[src/rtl/irq_pkg.sv]
package irq_pkg;
  typedef enum logic {
    SVC_RUN  = 1'b0,
    SVC_XFER = 1'b1
  } svc_state_e;

  typedef enum logic [1:0] {
    ACT_NONE  = 2'd0,
    ACT_ENTRY = 2'd1,
    ACT_TRAP  = 2'd2,
    ACT_RET   = 2'd3
  } act_e;
endpackage

[src/rtl/irq_level_arb.sv]
module irq_level_arb #(
  parameter int N_SRC = 8,
  parameter int LVL_W = 3,
  localparam int IDX_W = (N_SRC > 1) ? $clog2(N_SRC) : 1
) (
  input  logic                     clk,
  input  logic                     rst,
  input  logic [N_SRC-1:0]         req,
  input  logic [N_SRC-1:0]         en,
  input  logic [N_SRC*LVL_W-1:0]   lvl,
  input  logic [N_SRC-1:0]         dma_sel,
  input  logic                     gie,
  input  logic [LVL_W-1:0]         mask,
  output logic                     win_valid,
  output logic [IDX_W-1:0]         win_idx,
  output logic [LVL_W-1:0]         win_lvl,
  output logic                     win_dma
);
  logic [N_SRC-1:0] cand;
  logic [LVL_W-1:0] lvl_a [N_SRC];

  // Candidate qualification per source: flags and strict mask compare.
  for (genvar g = 0; g < N_SRC; g++) begin : g_cand
    assign lvl_a[g] = lvl[g*LVL_W +: LVL_W];
    assign cand[g]  = gie & req[g] & en[g] & (lvl_a[g] < mask);
  end

  // Lowest level wins; ascending scan with strict compare keeps lowest index on ties.
  always_comb begin
    win_valid = 1'b0;
    win_idx   = '0;
    win_lvl   = '1;
    for (int i = 0; i < N_SRC; i++) begin
      if (cand[i] && (!win_valid || (lvl_a[i] < win_lvl))) begin
        win_valid = 1'b1;
        win_idx   = IDX_W'(i);
        win_lvl   = lvl_a[i];
      end
    end
    win_dma = win_valid & dma_sel[win_idx];
  end

  assert_win_enabled_R1: assert property (@(posedge clk) disable iff (rst)
    win_valid |-> (gie && req[win_idx] && en[win_idx]));
  assert_win_below_mask_R2: assert property (@(posedge clk) disable iff (rst)
    win_valid |-> (lvl_a[win_idx] < mask));
endmodule

[src/rtl/irq_xfer_track.sv]
module irq_xfer_track
  import irq_pkg::*;
#(
  parameter int N_SRC = 8,
  parameter int LVL_W = 3,
  parameter int CNT_W = 8,
  localparam int IDX_W = (N_SRC > 1) ? $clog2(N_SRC) : 1
) (
  input  logic             clk,
  input  logic             rst,
  input  logic             start,
  input  logic [IDX_W-1:0] start_chan,
  input  logic [LVL_W-1:0] start_lvl,
  input  logic [CNT_W-1:0] start_cnt,
  input  logic             xfer_ack,
  input  logic             end_req,
  output logic             busy,
  output logic             svc_done,
  output logic             raise_irq,
  output logic [IDX_W-1:0] chan,
  output logic [LVL_W-1:0] chan_lvl,
  output logic [CNT_W-1:0] cnt_next
);
  svc_state_e       state;
  logic [CNT_W-1:0] cnt_q;

  always_ff @(posedge clk) begin
    if (rst) begin
      state    <= SVC_RUN;
      cnt_q    <= '0;
      chan     <= '0;
      chan_lvl <= '0;
    end else begin
      case (state)
        SVC_RUN: if (start) begin
          state    <= SVC_XFER;
          cnt_q    <= start_cnt;
          chan     <= start_chan;
          chan_lvl <= start_lvl;
        end
        SVC_XFER: if (xfer_ack) state <= SVC_RUN;
        default: state <= SVC_RUN;
      endcase
    end
  end

  assign busy      = (state == SVC_XFER);
  assign svc_done  = busy & xfer_ack;
  assign cnt_next  = (cnt_q == '0) ? '0 : cnt_q - CNT_W'(1);
  assign raise_irq = svc_done & ((cnt_next == '0) | end_req);

  assert_no_restart_R11: assert property (@(posedge clk) disable iff (rst)
    busy |-> !start);
  assert_one_service_R4: assert property (@(posedge clk) disable iff (rst)
    svc_done |=> !busy);
endmodule

[src/rtl/irq_accept_ctrl.sv]
module irq_accept_ctrl
  import irq_pkg::*;
#(
  parameter int N_SRC       = 8,
  parameter int LVL_W       = 3,
  parameter int CNT_W       = 8,
  parameter int VEC_W       = 8,
  parameter int HW_VEC_BASE = 32,
  localparam int IDX_W = (N_SRC > 1) ? $clog2(N_SRC) : 1
) (
  input  logic                   clk,
  input  logic                   rst,
  input  logic [N_SRC-1:0]       src_req,
  input  logic [N_SRC-1:0]       src_en,
  input  logic [N_SRC*LVL_W-1:0] src_lvl,
  input  logic [N_SRC-1:0]       src_dma_en,
  input  logic                   cpu_ie,
  input  logic [LVL_W-1:0]       cpu_ilm,
  input  logic                   cpu_stk,
  input  logic                   insn_bnd,
  input  logic                   swi_trap,
  input  logic [VEC_W-1:0]       swi_vec,
  input  logic                   reti,
  input  logic [LVL_W-1:0]       reti_ilm,
  input  logic                   reti_ie,
  input  logic                   reti_stk,
  input  logic [CNT_W-1:0]       dma_cnt,
  input  logic                   dma_xfer_ack,
  input  logic                   dma_end_req,
  output logic                   acc_valid,
  output logic                   acc_hw,
  output logic [VEC_W-1:0]       acc_vec,
  output logic                   stk_save,
  output logic                   ps_wr,
  output logic [LVL_W-1:0]       ps_ilm_new,
  output logic                   ps_ie_new,
  output logic                   ps_stk_new,
  output logic                   ret_done,
  output logic                   dma_start,
  output logic [IDX_W-1:0]       dma_chan,
  output logic                   dma_cnt_wr,
  output logic [CNT_W-1:0]       dma_cnt_next
);
  logic             win_valid, win_dma;
  logic [IDX_W-1:0] win_idx;
  logic [LVL_W-1:0] win_lvl;
  logic             xf_busy, xf_done, xf_raise;
  logic [IDX_W-1:0] xf_chan;
  logic [LVL_W-1:0] xf_lvl;
  logic [CNT_W-1:0] xf_cnt_next;
  logic             bnd_ok, go_xfer, entry_from_xfer;
  act_e             act;

  irq_level_arb #(.N_SRC(N_SRC), .LVL_W(LVL_W)) u_arb (
    .clk(clk), .rst(rst), .req(src_req), .en(src_en), .lvl(src_lvl),
    .dma_sel(src_dma_en), .gie(cpu_ie), .mask(cpu_ilm),
    .win_valid(win_valid), .win_idx(win_idx), .win_lvl(win_lvl), .win_dma(win_dma)
  );

  assign bnd_ok  = insn_bnd & ~xf_busy;
  assign go_xfer = bnd_ok & win_valid & win_dma;

  irq_xfer_track #(.N_SRC(N_SRC), .LVL_W(LVL_W), .CNT_W(CNT_W)) u_xfer (
    .clk(clk), .rst(rst), .start(go_xfer), .start_chan(win_idx),
    .start_lvl(win_lvl), .start_cnt(dma_cnt), .xfer_ack(dma_xfer_ack),
    .end_req(dma_end_req), .busy(xf_busy), .svc_done(xf_done),
    .raise_irq(xf_raise), .chan(xf_chan), .chan_lvl(xf_lvl), .cnt_next(xf_cnt_next)
  );

  // Decision for this edge: hardware before trap before return.
  always_comb begin
    act = ACT_NONE;
    if (xf_raise)                         act = ACT_ENTRY;
    else if (bnd_ok && win_valid && !win_dma) act = ACT_ENTRY;
    else if (bnd_ok && !win_valid && swi_trap) act = ACT_TRAP;
    else if (bnd_ok && !win_valid && reti)     act = ACT_RET;
  end

  always_ff @(posedge clk) begin
    if (rst) begin
      acc_valid       <= 1'b0;
      acc_hw          <= 1'b0;
      acc_vec         <= '0;
      stk_save        <= 1'b0;
      ps_wr           <= 1'b0;
      ps_ilm_new      <= '0;
      ps_ie_new       <= 1'b0;
      ps_stk_new      <= 1'b0;
      ret_done        <= 1'b0;
      dma_start       <= 1'b0;
      dma_chan        <= '0;
      dma_cnt_wr      <= 1'b0;
      dma_cnt_next    <= '0;
      entry_from_xfer <= 1'b0;
    end else begin
      acc_valid       <= 1'b0;
      stk_save        <= 1'b0;
      ps_wr           <= 1'b0;
      ret_done        <= 1'b0;
      dma_start       <= 1'b0;
      dma_cnt_wr      <= 1'b0;
      entry_from_xfer <= 1'b0;
      if (xf_done) begin
        dma_cnt_wr   <= 1'b1;
        dma_cnt_next <= xf_cnt_next;
      end
      if (go_xfer) begin
        dma_start <= 1'b1;
        dma_chan  <= win_idx;
      end
      case (act)
        ACT_ENTRY: begin
          acc_valid       <= 1'b1;
          acc_hw          <= 1'b1;
          stk_save        <= 1'b1;
          ps_wr           <= 1'b1;
          ps_ie_new       <= cpu_ie;
          ps_stk_new      <= 1'b1;
          entry_from_xfer <= xf_raise;
          if (xf_raise) begin
            acc_vec    <= VEC_W'(HW_VEC_BASE) + VEC_W'(xf_chan);
            ps_ilm_new <= xf_lvl;
          end else begin
            acc_vec    <= VEC_W'(HW_VEC_BASE) + VEC_W'(win_idx);
            ps_ilm_new <= win_lvl;
          end
        end
        ACT_TRAP: begin
          acc_valid  <= 1'b1;
          acc_hw     <= 1'b0;
          acc_vec    <= swi_vec;
          stk_save   <= 1'b1;
          ps_wr      <= 1'b1;
          ps_ie_new  <= 1'b0;
          ps_stk_new <= 1'b1;
          ps_ilm_new <= cpu_ilm;
        end
        ACT_RET: begin
          ret_done   <= 1'b1;
          ps_wr      <= 1'b1;
          ps_ilm_new <= reti_ilm;
          ps_ie_new  <= reti_ie;
          ps_stk_new <= reti_stk;
        end
        default: ;
      endcase
    end
  end

  // cpu_stk is status only; entry always forces the stack flag.
  logic unused_stk;
  assign unused_stk = cpu_stk;

  assert_strict_mask_R2: assert property (@(posedge clk) disable iff (rst)
    (acc_valid && acc_hw && !entry_from_xfer) |-> (ps_ilm_new < $past(cpu_ilm)));
  assert_xfer_no_entry_R3: assert property (@(posedge clk) disable iff (rst)
    dma_start |-> (!acc_valid && !stk_save));
  assert_entry_saves_R5: assert property (@(posedge clk) disable iff (rst)
    acc_valid |-> (stk_save && ps_wr && ps_stk_new));
  assert_trap_clears_ie_R6: assert property (@(posedge clk) disable iff (rst)
    (acc_valid && !acc_hw) |-> !ps_ie_new);
  assert_only_at_boundary_R7: assert property (@(posedge clk) disable iff (rst)
    $rose(ret_done) |-> $past(insn_bnd));
  assert_ret_no_save_R8: assert property (@(posedge clk) disable iff (rst)
    ret_done |-> (!stk_save && ps_wr));
  assert_start_pulse_R10: assert property (@(posedge clk) disable iff (rst)
    dma_start |=> !dma_start);
endmodule

[config.mk]
export PLATFORM = sky130hd
export DESIGN_NAME = irq_accept_ctrl
export DESIGN_NICKNAME = d
export VERILOG_FILES = /design/src/rtl/irq_pkg.sv /design/src/rtl/irq_level_arb.sv /design/src/rtl/irq_xfer_track.sv /design/src/rtl/irq_accept_ctrl.sv
export SDC_FILE = /design/constraint.sdc
export NUM_CORES = 1
export LEC_CHECK = 0
export BUFFER_PORTS_ARGS = -buffer_cell sky130_fd_sc_hd__buf_4
export CAP_MARGIN = 10
export CELL_PAD_IN_SITES_DETAIL_PLACEMENT = 0
export CELL_PAD_IN_SITES_GLOBAL_PLACEMENT = 1
export CORE_UTILIZATION = 30
export CTS_CLUSTER_SIZE = 8
export DETAILED_ROUTE_END_ITERATION = 6
export PLACE_DENSITY = 0.72
export SYNTH_ARGS = -nofsm -noshare
export SYNTH_HDL_FRONTEND = slang
export SYNTH_SLANG_ARGS = --single-unit
[constraint.sdc]
create_clock -name clk -period 13.2 [get_ports clk]
set_input_delay 0.66 -clock clk [delete_from_list [all_inputs] [get_ports clk]]
set_output_delay 0.66 -clock clk [all_outputs]
set_load 0.01 [all_outputs]
* Yosys cells after proc, flatten, opt, wreduce, memory -nomap -nowiden
Index checks and enable logic that the tools add are counted.
Word-level totals: input port bits 81, register bits 45, output and inout port bits 31, logic and storage cells 150
Operators by class: equal/unequal tests 3, add/subtract/negate cells 3, mux-type cells 44, reductions and logical operators 36, magnitude comparators 16, bitwise logic cells 32
Operators with widths (number):
- less-than comparator 3 bit | 15
- 2-to-1 mux 3 bit | 13
- bitwise AND 1 bit | 30
- zero test 8 bit | 2
- 2-to-1 mux 1 bit | 16
- one-hot mux 8 bit (2 select lines) | 1
- adder 6 x 3 -> 7 bit, first input constant | 2
- logical AND 1 bit | 12
- 2-to-1 mux 2 bit | 6
- zero test 1 bit | 9
- one-hot mux 3 bit (3 select lines) | 1
- 2-to-1 mux 8 bit | 1
- subtractor 8 x 1 -> 8 bit, second input constant | 1
- logical OR 1 bit | 7
- 2-to-1 mux 7 bit | 1
- one-hot mux 1 bit (2 select lines) | 3
- == test 2 bit, second input constant | 2
- less-than comparator 3 x 4 -> 1 bit, second input constant | 1
- nonzero test 2 bit | 2
- binary-select mux 1 bit (select 3 bit) | 1
- one-hot mux 1 bit (3 select lines) | 1
- nonzero test 3 bit | 1
- OR reduction 3 bit | 1
- == test 2 x 1 -> 1 bit, second input constant | 1
- 4 further kinds | 4

* Logic depth before layout (Yosys ltp)
Gate-level depths: netlist of run 1.
depth in word-level cells 42, mapped depth 68, mapped depth without buffers 63

* Hierarchy
A second synthesis of run 1 with hierarchy kept.
Second synthesis, totals: cell total of the unflattened synthesis 453, area, all modules 3662.3 µm²
Modules (own cells, without submodules):
- irq_level_arb | area an instance 1635.3 µm², cells an instance 219, times used 1, seq. area each 0.0 µm²
- irq_accept_ctrl | area an instance 1280.0 µm², cells an instance 136, times used 1, seq. area each 600.6 µm²
- irq_xfer_track | area an instance 747.0 µm², cells an instance 98, times used 1, seq. area each 300.3 µm²

* Worst setup path after synthesis of run 1
Ideal clock, no wire load.
path type input -> register, start point input port cpu_ilm[1], end point register ps_ilm_new[1], required time 13.070 ns, setup time 0.130 ns, data arrival time 12.769 ns, setup slack 0.300 ns, stages 64, buffers on the path 5, cells stage by stage inv_1 -> ha_1 -> o21ai_0 -> o21ai_1 -> buf_6 -> nor2_1 -> ha_1 -> and3b_1 -> a311oi_4 -> nand2_1 -> a21oi_1 -> inv_1 -> ha_1 -> o211ai_1 -> o211ai_2 -> a21oi_1 -> mux2i_1 -> ha_1 -> [... 28 more ...] -> ha_1 -> a2111oi_0 -> o211ai_1 -> nor2_1 -> a311o_1 -> buf_6 -> or4_4 -> a2111oi_4 -> a22o_1 -> buf_2 -> o21a_1 -> o21ai_0 -> ha_1 -> clkbuf_1 -> a221oi_1 -> o21ai_0 -> a21oi_1 -> nor4b_1
On the way: word-level cells in the longest chain between the ends 40, elaborated cells on any way between the ends 87, classes of those cells order compare (15); eq/ne (3); mux (31); bitwise (9); reduce/logical (29)
Ends and longest elaborated chain:
- from (decl) | line irq_accept_ctrl.sv:18 | input logic [LVL_W-1:0] cpu_ilm,
- less-than comparator 3 bit | line irq_level_arb.sv:25 | assign cand[g] = gie & req[g] & en[g] & (lvl_a[g] < mask);
- bitwise AND 1 bit | line irq_level_arb.sv:25
- 2-to-1 mux 3 bit / 2-to-1 mux 1 bit (equally long branches) | line irq_level_arb.sv:34 | if (cand[i] && (!win_valid || (lvl_a[i] < win_lvl))) begin
- less-than comparator 3 bit / zero test 1 bit (equally long branches) | line irq_level_arb.sv:34
- logical OR 1 bit | line irq_level_arb.sv:34
- logical AND 1 bit | line irq_level_arb.sv:34
- 2-to-1 mux 3 bit / 2-to-1 mux 1 bit (equally long branches) | line irq_level_arb.sv:34
- less-than comparator 3 bit / zero test 1 bit (equally long branches) | line irq_level_arb.sv:34
- [... 24 more ...]
- 2-to-1 mux 1 bit (implied by the code) / logical AND 1 bit (equally long branches) | line irq_level_arb.sv:40, irq_accept_ctrl.sv:75, irq_accept_ctrl.sv:76
- bitwise AND 1 bit / logical AND 1 bit (equally long branches) | line irq_level_arb.sv:40, irq_accept_ctrl.sv:76
- zero test 1 bit / 2-to-1 mux 2 bit (equally long branches) | line irq_accept_ctrl.sv:74, irq_accept_ctrl.sv:76
- logical AND 1 bit / 2-to-1 mux 2 bit (equally long branches) | line irq_accept_ctrl.sv:74, irq_accept_ctrl.sv:75
- 2-to-1 mux 2 bit | line irq_accept_ctrl.sv:74 | else if (bnd_ok && win_valid && !win_dma) act = ACT_ENTRY;
- 2-to-1 mux 2 bit | line irq_accept_ctrl.sv:73 | if (xf_raise) act = ACT_ENTRY;
- == test 2 bit / == test 2 x 1 -> 1 bit (equally long branches) | line irq_accept_ctrl.sv:111 | case (act)
- one-hot mux 3 bit (3 select lines) / nonzero test 3 bit (equally long branches)
- to (signal assigned) | line irq_accept_ctrl.sv:122 | ps_ilm_new <= xf_lvl;
- to (signal assigned) | line irq_accept_ctrl.sv:125 | ps_ilm_new <= win_lvl;
- to (signal assigned) | line irq_accept_ctrl.sv:136 | ps_ilm_new <= cpu_ilm;
- to (decl) | line irq_accept_ctrl.sv:35 | output logic [LVL_W-1:0] ps_ilm_new,
Parallel ways exist; a longest one is shown, timed or not. The select of a mux whose other input is x is not followed. A chain may end at the register's enable or synchronous reset.

* Worst setup path in the final report of run 1
start point input port cpu_ilm[1], end point register ps_ilm_new[0]
Same word-level chain as after synthesis.

==> flow_metrics.env, run 1 <==
export IMPL_numCtsBuffers=5
export IMPL_worst_pin_slew_ns=1.07
export IMPL_timing_rr_start="u_xfer.cnt_q[0]"
export IMPL_pin_count=112
export IMPL_drt_vias_per_instance=5.18
export IMPL_grt_usage_pct=18.5
export IMPL_critPathSlowestCell="a2111oi_1"
export IMPL_first_pass_iters=4
export IMPL_async_flop_share_pct=0
export IMPL_yosys_area_share_simple_pct=24.3
export IMPL_synth_compound_area_share_pct=32.5
export IMPL_post_route_min_period_ns=12.27
export IMPL_ys_seq_area_share_pct=23.9
export IMPL_crit_required_ns=13.39
export IMPL_fp_dieH_um=114
export IMPL_synth_top_family_by_area="compound AO/OA/AOI/OAI gates"
export IMPL_avgRoutedWirePerCell_um=15.3
export IMPL_startpoint="cpu_ilm[1]"
export IMPL_synthAdderAreaFrac_pct=10.2
export IMPL_powerDensity_mw_per_mm2=91.2
export IMPL_fp_coreArea_mm2=0.0121
export IMPL_peakVddDrop_mv=0.0457
export IMPL_postLayoutCoreUtil_pct=43.0
export IMPL_grt_pass1_vias=4004
export IMPL_clk_latency_ns=0.28
export IMPL_syn_avg_cell_area_um2=7.79
export IMPL_final_antenna_net_count=0
export IMPL_synth_cell_type_count=79
export IMPL_routed_wl_um=12100
export IMPL_cts_tree="done"
export IMPL_hold_class="reg2reg"
export IMPL_syn_to_final_growth_pct=38.1
export IMPL_fill_cells=1318
export IMPL_setup_violations=0
export IMPL_total_leakage_power_nw=2.28
export IMPL_layout_drive_gt1_share_pct=29.5
export IMPL_yosys_warnings=0
export IMPL_end_kind="flip-flop"
export IMPL_cts_sinks=45
export IMPL_drt_iter0_drc=248
export IMPL_final_nets=733
export IMPL_dp_cells=780
export IMPL_start_kind="primary input"
export IMPL_register_area_um2=901
export IMPL_final_cell_mix="buf_4, nor2_1, a21oi_1"
export IMPL_yosys_area_share_xor_xnor_pct=0.930
export IMPL_reg2reg_depth=12
export IMPL_slew_viol_final=0
export IMPL_grt_max_degree=47
export IMPL_r2r_end="ps_ilm_new[0]"
export IMPL_clkTransAtPathRegs_ns=0.06
export IMPL_die_area_mm2=0.0130
export IMPL_finalHoldViolations=0
export IMPL_drc=0
export IMPL_die_w_um=114
export IMPL_synth_ff_type="dfxtp_1"
export IMPL_hold_path_depth=2
export IMPL_synthesis_nets=595
export IMPL_finalCritPeriodShare_pct=93.0
export IMPL_relSlewSlack_pct=28.2
export IMPL_fp_row_count=40
export IMPL_drv_cap=0
export IMPL_fmax_mhz=81.5
export IMPL_path_max_fanout=6
export IMPL_max_stage_delay_ns=0.45
export IMPL_muxShareOfSynthArea_pct=2.59
export IMPL_htree_levels=2
export IMPL_antenna_found_initial=0
export IMPL_cts_buffer_depth=2
export IMPL_dp_hpwl_um=9690
export IMPL_finClkSkew_ns=0.00416
export IMPL_synthesis_instances=484
export IMPL_synth_edf_count=0
export IMPL_grt_pass1_wl_um=19400
export IMPL_synth_top_cell_area_share_pct=23.9
export IMPL_yosysTopAreaCell="dfxtp_1"
export IMPL_numPortBuffers=110
export IMPL_gp_congestion=0.877
export IMPL_arrival_ns=12.46
export IMPL_min_to="acc_vec[5]"
export IMPL_syn_cell_area_mm2=0.00377
export IMPL_final_common_cell="buf_4"
export IMPL_r2r_setup_slack_ns=10.39
export IMPL_ys_seq_elements=45
export IMPL_min_from="acc_vec[5]"
export IMPL_vias=4094
export IMPL_num_antenna_cells=0
export IMPL_initial_core_util_pct=31.1
export IMPL_ctsRootBufferMaster="clkbuf_16"
export IMPL_crit_top_cell="ha_1"
export IMPL_synth_area_leaders="dfxtp_1, ha_1, a21oi_1, nor2_1, o21ai_0"
export IMPL_multi_input_area_mm2=0.00270
export IMPL_stdcell_count=791
export IMPL_status="finished clean"
export IMPL_overflow=0
export IMPL_worst_setup_path_type="in2reg"
registers in the layout (all words and copies together) (netlist names):
name	flops
acc_hw	1
u_xfer.cnt_q	8
dma_cnt_wr	1
ps_ilm_new	3
u_xfer.chan	3
dma_cnt_next	8
u_xfer.busy	1
dma_chan	3
ps_ie_new	1
stk_save	1
dma_start	1
u_xfer.chan_lvl	3
acc_vec	8
ps_wr	1
ret_done	1
ps_stk_new	1
where the power goes:
part           total [mW]  switching, mW  internal (mW)
logic               0.196          0.103         0.0935
registers           0.156        0.00794          0.148
clock network       0.122         0.0514         0.0704
cell families (layout without fill, tap and decap cells):
family	after synthesis	count (layout)
simple gates	173	173
xor+xnor	4	4
fa+ha+maj	31	31
compound gates	173	173
mux	9	9
buf+inv	49	188
flops	45	45
stage by stage:
stage	area [um^2]	power [mW]	setup WS (ns)	setup TNS, ns	hold WS, ns
6_report	5200	0.475	0.927	0	0.476
5_1_grt	5200	0.507	-0.0134	-0.0193	0.506
3_3_place_gp	5000	0.348	0.366	0	0.461
2_1_floorplan	3770	0.269	0.300	0	0.450
3_5_place_dp	5000	0.352	0.161	0	0.469
4_1_cts	5140	0.477	0.395	0	0.479
final cells by class:
cell class / count / share of cell area, %
clock buffers: 7 / 2.55
flip-flops and latches: 45 / 17.3
repair buffers: 151 / 22.0
inverters: 29 / 2.09
multi-input cells: 390 / 51.9
well taps: 168 / 4.04
clock inverters: 1 / 0.144
metal layers:
metal	share of wire [%]	wire length [um]	vias to the layer above	track usage, %
met3	3.3	403	7	2.17
met5	0	0	-	0
met4	0.63	76	0	3.20
li1	-	-	2090	-
met1	47	5730	1922	24.5
met2	49	5860	75	32.4
worst max path at each step:
stage | depth (start not counted) | end | slack, ns
floorplan | 64 | ps_ilm_new[1] | 0.30
global placement | 60 | ps_ilm_new[1] | 0.37
detailed placement | 61 | ps_ilm_new[1] | 0.16
CTS | 61 | ps_ilm_new[1] | 0.39
global route | 60 | ps_ilm_new[1] | -0.01
finish | 60 | ps_ilm_new[0] | 0.93
timing repair:
item / 4_1_cts / 5_1_grt
setup endpoints to repair: 0 / 27
gates resized for setup: 0 / 9
hold buffers: 0 / 0
buffers inserted: 0 / 3
Yosys cell counts (3+ instances only):
cell	n
a21boi_0	3
o21a_1	7
dfxtp_1	45
nand4b_1	4
nor2_1	56
and2_1	4
a2111oi_0	3
a211o_1	6
nor3_1	16
nor2b_1	8
inv_1	29
nor4b_1	3
a21oi_1	51
ha_1	30
o211ai_1	9
and3_1	3
o21ai_1	3
or2_2	4
clkbuf_1	14
nand4_1	3
a221oi_1	7
nand2_1	20
o21bai_1	3
nor4_1	5
a31oi_1	3
nand3_1	17
and4b_1	3
o21ai_0	29
a211oi_1	6
a22oi_1	4
mux2i_1	6
nor3b_1	5
nand2b_1	10
a21o_1	5
worst max-delay path, delay by kind of cell:
kind | cells | cell delay, ns
mux | 3 | 0.83
fa+ha+maj | 9 | 2.39
compound gates | 28 | 5.84
simple gates | 12 | 1.98
buf+inv | 8 | 0.77
Note: power is estimated with default switching activity, not from simulation.
==> run 2: changes to the inputs <==
- CORE_UTILIZATION: 30 -> 34
- PLACE_DENSITY: 0.72 -> 0.79
- RECOVER_POWER: unset -> 25
- SKIP_CTS_REPAIR_TIMING: unset -> 1
==> flow_metrics.env, run 2 (synthesis gave the netlist of run 1 again) <==
export IMPL_timing_rr_start="u_xfer.cnt_q[0]"
export IMPL_avgRoutedWirePerCell_um=15.3
export IMPL_fmax_mhz=81.4
export IMPL_finalHoldViolations=0
export IMPL_relSlewSlack_pct=24.2
export IMPL_cp_top_family="compound AO/OA/AOI/OAI gates"
export IMPL_crit_top_cell="ha_1"
export IMPL_overflow=0
export IMPL_drt_iter0_drc=194
export IMPL_fp_dieH_um=107
export IMPL_reg_top3="acc_vec (8), dma_cnt_next (8), u_xfer.cnt_q (8)"
export IMPL_cts_tree="done"
export IMPL_r2r_setup_slack_ns=9.83
export IMPL_status="finished, violations left"
export IMPL_htree_levels=2
export IMPL_num_antenna_cells=0
export IMPL_grt_usage_pct=19.8
export IMPL_setup_violations=0
export IMPL_cts_sinks=45
export IMPL_die_w_um=107
export IMPL_violations="design-rule violations"
export IMPL_slew_viol_final=0
export IMPL_hold_class="reg2reg"
export IMPL_worst_pin_slew_ns=1.14
export IMPL_hold_path_depth=2
export IMPL_syn_to_final_growth_pct=29.5
export IMPL_min_to="ps_ilm_new[0]"
export IMPL_first_pass_iters=6
export IMPL_cp_depth=60
export IMPL_total_leakage_power_nw=2.08
export IMPL_end_kind="flip-flop"
export IMPL_start_kind="primary input"
export IMPL_drv_cap=0
export IMPL_final_nets=715
export IMPL_grt_pass1_wl_um=18200
export IMPL_crit_buf_inv=7
export IMPL_arrival_ns=12.43
export IMPL_final_cell_mix="buf_4, nor2_1, a21oi_1"
export IMPL_highest_layer="met4"
export IMPL_ctsRootBufferMaster="clkbuf_8"
export IMPL_powerDensity_mw_per_mm2=85.2
export IMPL_clk_latency_ns=0.29
export IMPL_r2r_end="ps_ilm_new[1]"
export IMPL_wl_met1_um=5310
export IMPL_reg2reg_depth=12
export IMPL_numPortBuffers=110
export IMPL_crit_required_ns=13.36
export IMPL_layout_drive_gt1_share_pct=24.5
export IMPL_fp_row_count=38
export IMPL_finClkSkew_ns=0.00593
export IMPL_path_max_fanout=7
export IMPL_final_antenna_net_count=0
export IMPL_gp_congestion=0.844
export IMPL_worst_setup_path_type="in2reg"
export IMPL_grt_pass1_vias=3754
export IMPL_dp_hpwl_um=9110
export IMPL_drt_vias_per_instance=5.47
export IMPL_fp_coreArea_mm2=0.0108
export IMPL_finalCritPeriodShare_pct=93.0
export IMPL_max_stage_delay_ns=0.45
export IMPL_critPathSlowestCell="a2111oi_1"
export IMPL_antenna_found_initial=0
export IMPL_numCtsBuffers=5
export IMPL_wl_met3_um=562
export IMPL_routed_wl_um=11400
export IMPL_post_route_min_period_ns=12.28
export IMPL_placed_cell_area_mm2=0.00483
export IMPL_postLayoutCellArea_mm2=0.00488
export IMPL_tns_ns=0
export IMPL_route_met2_wl_um=5400
export IMPL_cts_buffer_depth=2
export IMPL_rsz0062_at_grt="false"
export IMPL_pin_count=112
export IMPL_initial_core_util_pct=34.8
export IMPL_grt_max_degree=47
export IMPL_clkTransAtPathRegs_ns=0.08
export IMPL_vias=4078
export IMPL_peakVddDrop_mv=0.0446
export IMPL_final_common_cell="buf_4"
export IMPL_min_from="ps_ilm_new[0]"
export IMPL_die_area_mm2=0.0115
export IMPL_drc=2
[run 2: final cells by class]
cell class              instances  area, um^2
clock buffers                   6        72.6
clock inverters                 2        10.0
fillers                      1126        5960
inverters                      29         109
multi-input cells             390        2690
flip-flops and latches         45         901
well taps                     140         175
repair buffers                133         927
[run 2: how the worst max path moves through the flow]
stage               start             to
3_5_place_dp   cpu_ilm[1]  ps_ilm_new[1]
4_1_cts        cpu_ilm[1]  ps_ilm_new[1]
3_3_place_gp   cpu_ilm[1]  ps_ilm_new[1]
5_1_grt        cpu_ilm[1]  ps_ilm_new[2]
6_report       cpu_ilm[1]  ps_ilm_new[1]
2_1_floorplan  cpu_ilm[1]  ps_ilm_new[1]
[run 2: stage by stage]
step | setup WS (ns) | hold WS [ns] | utilization [%] | power [mW] | std cells
3_5_place_dp | 0.0690 | 0.469 | 44.6 | 0.340 | 736
4_1_cts | 0.355 | 0.481 | 45.4 | 0.423 | 744
6_report | 0.922 | 0.472 | 45.0 | 0.416 | 745
2_1_floorplan | 0.300 | 0.450 | - | 0.269 | 484
5_1_grt | 0.0638 | 0.509 | 45.0 | 0.448 | 745
3_3_place_gp | 0.304 | 0.459 | 44.6 | 0.337 | 736
[run 2: per-layer routing]
metal  GRT usage [%]  vias to the layer above
li1                -                     2058
met1            26.6                     1891
met2            33.7                      119
met3            2.60                       10
met4            3.82                        0
met5               0                        -
[run 2: power by group]
part / total, mW / switching, mW / internal, mW
Combinational: 0.180 / 0.0996 / 0.0799
Sequential: 0.156 / 0.00756 / 0.148
Clock: 0.0806 / 0.0439 / 0.0367
[run 2: worst register-to-register path: stages (launching register included)]
cell	delay, ns
dfxtp_1	0.44
inv_1	0.09
ha_1	0.31
nor3b_1	0.14
a31oi_1	0.17
nor2_1	0.06
a32oi_1	0.83
o21ai_0	0.25
ha_2	0.30
a221oi_1	0.30
o21ai_0	0.13
a21oi_1	0.16
nor4b_1	0.07
==> run 3: changes to the inputs <==
- SYNTH_HIERARCHICAL: unset -> 1
==> flow_metrics.env, run 3 <==
export IMPL_status="finished clean"
export IMPL_ctsRootBufferMaster="clkbuf_8"
export IMPL_max_stage_delay_ns=0.49
export IMPL_grt_usage_pct=18.5
export IMPL_grt_pass1_vias=3556
export IMPL_synth_commonest_cells="nand2_1, dfxtp_1, nor2_1, a21oi_1, inv_1"
export IMPL_path_max_fanout=16
export IMPL_fp_row_count=37
export IMPL_num_antenna_cells=0
export IMPL_numCtsBuffers=5
export IMPL_post_route_min_period_ns=12.20
export IMPL_synthesis_nets=565
export IMPL_hold_class="reg2reg"
export IMPL_tns_ns=0
export IMPL_syn_cell_area_mm2=0.00366
export IMPL_pin_count=112
export IMPL_finalCritPeriodShare_pct=92.4
export IMPL_async_flop_share_pct=0
export IMPL_powerDensity_mw_per_mm2=87.0
export IMPL_relSlewSlack_pct=39.8
export IMPL_finClkSkew_ns=0.00438
export IMPL_end_kind="flip-flop"
export IMPL_antenna_found_initial=0
export IMPL_first_pass_iters=4
export IMPL_slew_viol_final=0
export IMPL_critPathSlowestCell="ha_2"
export IMPL_postLayoutCoreUtil_pct=44.9
export IMPL_worst_slack_ns=1.00
export IMPL_final_common_cell="buf_4"
export IMPL_cts_tree="done"
export IMPL_synth_cell_type_count=78
export IMPL_placed_cell_area_mm2=0.00463
export IMPL_clk_latency_ns=0.29
export IMPL_layout_drive_gt1_share_pct=25.3
export IMPL_ys_seq_elements=45
export IMPL_drc=0
export IMPL_clkTransAtPathRegs_ns=0.08
export IMPL_synth_most_common_cell="nand2_1"
export IMPL_htree_levels=2
export IMPL_dp_hpwl_um=8410
export IMPL_fp_dieH_um=106
export IMPL_syn_avg_cell_area_um2=8.08
export IMPL_yosysTopAreaCell="dfxtp_1"
export IMPL_gp_congestion=0.833
export IMPL_total_leakage_power_nw=2.09
export IMPL_final_nets=674
export IMPL_cp_top_family="compound AO/OA/AOI/OAI gates"
export IMPL_synth_ff_type="dfxtp_1"
export IMPL_die_w_um=106
export IMPL_setup_violations=0
export IMPL_yosys_warnings=6
export IMPL_reg_top3="acc_vec (8), dma_cnt_next (8), u_xfer/cnt_q (8)"
export IMPL_postLayoutCellArea_mm2=0.00466
export IMPL_synth_edf_count=0
export IMPL_vias=3603
export IMPL_drv_cap=0
export IMPL_syn_to_final_growth_pct=27.3
export IMPL_grt_pass1_wl_um=16700
export IMPL_synth_area_leaders="dfxtp_1, ha_1, nand2_1, a21oi_1, mux2i_1"
export IMPL_finalHoldViolations=0
export IMPL_crit_required_ns=13.37
export IMPL_overflow=0
export IMPL_final_antenna_net_count=0
export IMPL_fmax_mhz=82.0
export IMPL_avgRoutedWirePerCell_um=14.8
export IMPL_grt_max_degree=46
export IMPL_cts_sinks=45
export IMPL_dp_slack_ns=0.411
export IMPL_crit_buf_inv=8
export IMPL_drt_vias_per_instance=5.16
export IMPL_arrival_ns=12.36
export IMPL_numPortBuffers=110
export IMPL_worst_setup_path_type="in2reg"
export IMPL_ys_seq_area_share_pct=24.6
export IMPL_fp_coreArea_mm2=0.0104
export IMPL_final_cell_mix="buf_4, nand2_1, nor2_1, dfxtp_1, a21oi_1"
export IMPL_synthesis_instances=453
export IMPL_routed_wl_um=10300
export IMPL_start_kind="primary input"
export IMPL_cts_buffer_depth=2
export IMPL_peakVddDrop_mv=0.0559
export IMPL_rsz0062_at_grt="false"
export IMPL_die_area_mm2=0.0112
export IMPL_crit_top_cell="ha_1"
export IMPL_drt_iter0_drc=110
export IMPL_synth_top_cell_area_share_pct=24.6
export IMPL_initial_core_util_pct=35.3
export IMPL_worst_pin_slew_ns=0.880
run 3: routing by layer:
metal	global-route usage [%]	routed length, um	vias up
li1	-	-	1862
met1	24.0	5010	1652
met2	32.1	4820	75
met3	2.16	337	14
met4	5.26	177	0
met5	0	0	-
run 3: through the flow:
stage	hold WS (ns)	std cells	total power, mW
finish	0.459	698	0.405
global route	0.469	698	0.435
CTS	0.459	698	0.413
detailed placement	0.447	691	0.327
global placement	0.438	691	0.323
floorplan	0.427	453	0.263
run 3: path summary, 6_finish.rpt:
| kind | cells past startpoint | endpoint | slack, ns | from |
|---|---|---|---|---|
| max | 57 | acc_vec[2] | 1.00 | cpu_ilm[1] |
| min reg2reg | 2 | u_xfer/chan_lvl[2] | 0.46 | u_xfer/chan_lvl[2] |
| min | 2 | u_xfer/chan_lvl[2] | 0.46 | u_xfer/chan_lvl[2] |
| max reg2reg | 11 | acc_vec[2] | 9.90 | u_xfer/cnt_q[0] |
run 3: area by class of cell:
| class | instances | area [um^2] |
|---|---|---|
| tap | 136 | 170 |
| multi-input combinational | 360 | 2570 |
| inverter | 33 | 124 |
| sequential | 45 | 901 |
| timing repair buffer | 117 | 811 |
| clock buffer | 7 | 86.3 |
| fill | 1075 | 5710 |
run 3: worst min-delay path, stage by stage, from the launching register on:
cell and delay [ns]:
dfxtp_1 0.31, nand2_1 0.05, a21oi_1 0.05
run 3: power breakdown:
part	leakage, nW	total (mW)	switching [mW]	internal, mW
clock	0.0443	0.0842	0.0427	0.0415
combinational	1.68	0.167	0.0899	0.0768
sequential	0.366	0.155	0.00741	0.147
run 3: cell families after synthesis:
kind of cell | after synthesis | synth area share (%)
muxes | 24 | 6.97
DFF | 45 | 24.6
AOI/OAI and AO/OA | 132 | 27.5
and+or+nand+nor | 171 | 24.3
xor gates and xnor gates | 2 | 0.478
adders and majority gates | 31 | 10.6
buffers and inverters | 48 | 5.53
